--- config.mk ---
export PLATFORM = sky130hd
export DESIGN_NAME = i2c_line_monitor
export DESIGN_NICKNAME = d
export VERILOG_FILES = /design/src/rtl/i2c_line_monitor.sv
export SDC_FILE = /design/constraint.sdc
export NUM_CORES = 1
export LEC_CHECK = 0
export BUFFER_PORTS_ARGS = -buffer_cell sky130_fd_sc_hd__buf_2
export CORE_AREA = 3 3 40 42
export CTS_BUF_LIST = sky130_fd_sc_hd__clkbuf_8
export DETAILED_ROUTE_END_ITERATION = 6
export DIE_AREA = 0 0 43 45
export SYNTH_ARGS = -nofsm -noshare
export SYNTH_HDL_FRONTEND = slang
export SYNTH_SLANG_ARGS = --single-unit
--- constraint.sdc ---
create_clock -name clk -period 1.6 [get_ports clk]
set_clock_uncertainty 0.2 [all_clocks]
set_input_delay 0.08 -clock clk [delete_from_list [all_inputs] [get_ports clk]]
set_output_delay 0.08 -clock clk [all_outputs]
set_load 0.05 [all_outputs]
--- src/rtl/i2c_line_monitor.sv ---
module i2c_line_monitor #(
  parameter int SYNC_STAGES = 2
) (
  input  logic clk,
  input  logic rst_n,
  input  logic scl_in,
  input  logic sda_in,
  input  logic enable,
  input  logic mid_byte,
  input  logic addr_done,
  input  logic rw_bit,
  input  logic start_gen,
  input  logic arb_lost,
  input  logic berr_clr,
  output logic busy,
  output logic master,
  output logic transmitting,
  output logic bus_err,
  output logic start_pulse,
  output logic rstart_pulse,
  output logic stop_pulse
);

  localparam int TOP = SYNC_STAGES - 1;

  logic [TOP:0] scl_sync, sda_sync;
  logic         scl_prev, sda_prev;
  logic         scl_q, sda_q;
  logic         start_det, stop_det;

  always_ff @(posedge clk) begin
    if (!rst_n) begin
      scl_sync <= '1;
      sda_sync <= '1;
      scl_prev <= 1'b1;
      sda_prev <= 1'b1;
    end else begin
      scl_sync <= {scl_sync[TOP-1:0], scl_in};
      sda_sync <= {sda_sync[TOP-1:0], sda_in};
      scl_prev <= scl_sync[TOP];
      sda_prev <= sda_sync[TOP];
    end
  end

  assign scl_q     = scl_sync[TOP];
  assign sda_q     = sda_sync[TOP];
  assign start_det = scl_q & scl_prev & sda_prev & ~sda_q;
  assign stop_det  = scl_q & scl_prev & ~sda_prev & sda_q;

  assign start_pulse  = start_det & ~busy;
  assign rstart_pulse = start_det & busy;
  assign stop_pulse   = stop_det;

  always_ff @(posedge clk) begin
    if (!rst_n)                busy <= 1'b0;
    else if (stop_det)         busy <= 1'b0;
    else if (!scl_q || !sda_q) busy <= 1'b1;
  end

  always_ff @(posedge clk) begin
    if (!rst_n)                                  bus_err <= 1'b0;
    else if (!enable)                            bus_err <= 1'b0;
    else if ((start_det || stop_det) && mid_byte) bus_err <= 1'b1;
    else if (berr_clr)                           bus_err <= 1'b0;
  end

  always_ff @(posedge clk) begin
    if (!rst_n)                               master <= 1'b0;
    else if (!enable || stop_det || arb_lost) master <= 1'b0;
    else if (start_gen)                       master <= 1'b1;
  end

  always_ff @(posedge clk) begin
    if (!rst_n)                                               transmitting <= 1'b0;
    else if (!enable || stop_det || rstart_pulse || arb_lost) transmitting <= 1'b0;
    else if (addr_done)                                       transmitting <= rw_bit;
  end

endmodule

==> impl_metrics.py <==
metrics = {
    "grt": {
        "grt.overflow.total": 0,
        "grt_pass1_wl_mm": 1.38,
        "grt_max_degree": 9,
        "grt_pass1_vias": 354,
        "antenna_found_initial": 0,
        "groute.usage.overall": 0.0971,
    },
    "clock_tree": {
        "numCtsBuffers": 3,
        "clkLatencyLatePin_ns": 0.23,
        "tritoncts": "built",
        "cts_max_level": 1,
        "cts-root-buf": "clkbuf_8",
        "cts.path.max_buffers": 2,
        "path_clk_slew_ns": 0.05,
        "cts.sinks": 10,
    },
    "yosys": {
        "synth_edf_count": 0,
        "syn-num-nets": 45,
        "netlist_top_cells_count": "dfxtp_1, nand2b_1, nor2_1, nand2_1",
        "synth_seq_cells": 10,
        "ys_types": 15,
        "synth.area.top_cells": "dfxtp_1, nand2b_1, nor2_1",
        "yosysMostFrequentCell": "dfxtp_1",
        "synthArstFlopShare": 0,
        "synth.avg_cell_area_um2": 10.5,
        "yosysWarnings": 0,
        "synth_top_area_share": 0.561,
        "syn-cell-area_um2": 357,
        "synthFlopType": "dfxtp_1",
        "syn_inst": 34,
        "ys_seq_area_frac": 0.561,
        "yosysTopAreaCell": "dfxtp_1",
    },
    "routing": {
        "antenna_left": 0,
        "firstDrtPassIters": 4,
        "routedWlPerCell_um": 9.65,
        "vias": 342,
        "drc": 0,
        "totalWireLength_um": 782,
        "initialDrtViolationCount": 5,
        "vias_per_cell": 4.22,
    },
    "run_status": {
        "status": "completed",
    },
    "placement": {
        "place_area_um2": 462,
        "portBuffers": 17,
        "gp_congestion": 0.707,
        "dp.cells": 66,
        "dp_slack_ns": 0.249,
    },
    "worst_setup_path": {
        "critPathMaxStageDelay_ns": 0.55,
        "r2r-end": "bus_err",
        "r2r-start": "sda_sync[1]",
        "critPathKind": "input pin to flip-flop",
        "reg2reg_depth": 4,
        "cp_max_fo": 1,
        "cp_data_arrival_time_ns": 1.53,
        "crit_slowest_cell": "dlygate4sd3_1",
        "crit_chain": "dlygate4sd3_1 > buf_2 > nand2b_1 > a21oi_1 > dlygate4sd3_1",
        "reg2reg_slack_ns": 0.07,
        "worstSetupStartpointType": "input pin",
        "endpoint_kind": "flip-flop",
        "path_common_cell": "dlygate4sd3_1",
        "worstPathRequired_ns": 1.57,
    },
    "floorplan": {
        "fp.coreArea_um2": 1280,
        "pin_count": 18,
        "rows": 13,
        "die_x_um": 43,
        "start_util": 0.278,
        "die-area_um2": 1940,
        "fp.dieH_um": 45,
    },
    "cells_and_area": {
        "multiInputGateArea_um2": 158,
        "seqCellArea_um2": 205,
        "instances_no_fill": 81,
        "antenna_cells": 0,
        "final_cell_area_um2": 634,
        "fillers": 125,
        "fin_util": 0.494,
        "nets": 78,
        "drive_gt1_frac": 0.409,
        "area_growth_pct": 77.9,
    },
    "sta": {
        "whs_ns": 0.0282,
        "drv_slew": 0,
        "fin_ws_ns": 0.0457,
        "fin_crit_ns": 1.55,
        "tightest_slew_ns": 0.255,
        "setup_tns_ns": 0,
        "finalHoldViolCount": 0,
        "slew_headroom": 0.831,
        "period_share": 0.971,
        "setup_viol_count_final": 0,
        "fmax_mhz": 643,
    },
    "power_and_ir_drop": {
        "power_mw": 0.653,
        "peakVddDrop_mv": 0.483,
        "leakage_nw": 0.289,
        "power_density_nw_per_um2": 1030,
    },
    "hold_path": {
        "hp-class": "input pin to flip-flop",
        "holdPathEnd": "transmitting",
        "holdPathStages": 4,
        "min_from": "enable",
    },
    "run": {
        "drv_cap": 0,
    },
}
-- area by class of cell --
type	instances	share of cell area
timing repair buffer	28	0.312
multi-input combinational	24	0.249
clock buffer	4	0.0868
tap	15	0.0296
sequential	10	0.323
-- how the worst max path moves through the flow --
stage                     depth (start not counted)   startpoint  slack, ns      endpoint
after global placement                            3     sda_prev       0.29  transmitting
after detailed placement                          3     sda_prev       0.25  transmitting
final                                             5     berr_clr       0.05       bus_err
after floorplan                                   2         busy       0.04  transmitting
after global routing                              4  sda_sync[1]     -0.002       bus_err
after CTS                                         4  sda_sync[1]       0.02       bus_err
-- state kept, by name (all words and copies together) (netlist names) --
signal / cells
busy: 1
master: 1
transmitting: 1
bus_err: 1
scl_prev: 1
sda_prev: 1
scl_sync: 2
sda_sync: 2
-- layout by cell type, fill, tap and decap left out, types with 2 or more instances in the layout --
master and count:
buf_2 16, dlygate4sd3_1 11, dfxtp_1 8, nand2b_1 7
nor2_1 4, clkbuf_8 4, nand2_1 2
-- power by group --
part	internal, mW	switching (mW)
registers	0.259	0.00675
clock network	0.216	0.0933
logic	0.0408	0.0379
total	0.515	0.138
-- critical path, delay by kind of cell --
kind	cells	cell delay, ns
and+or+nand+nor	1	0.13
buffers and inverters	3	1.19
AOI/OAI and AO/OA	1	0.13
-- repair_timing --
item,CTS,global route
gates resized for setup,0,5
hold buffers,11,0
hold endpoints to repair,10,0
buffers inserted,0,0
setup endpoints to repair,0,2
-- logic make-up (layout without fill, tap and decap cells) --
| family | after synthesis | count (layout) | synth area share |
|---|---|---|---|
| multiplexers | 1 | 1 | 0.0281 |
| buffers and inverters | 0 | 32 | 0 |
| AO/OA/AOI/OAI | 2 | 2 | 0.0280 |
| XOR/XNOR | 1 | 1 | 0.0246 |
| AND/OR/NAND/NOR | 20 | 20 | 0.358 |
| flip-flops | 10 | 10 | 0.561 |
-- per-layer routing --
metal,up-vias,GRT usage,wire (um)
met5,-,0,0
met4,0,0.0361,0
met3,0,0.0637,108
met2,21,0.153,349
met1,144,0.105,324
li1,177,-,-
(Power assumes the default switching activity.)
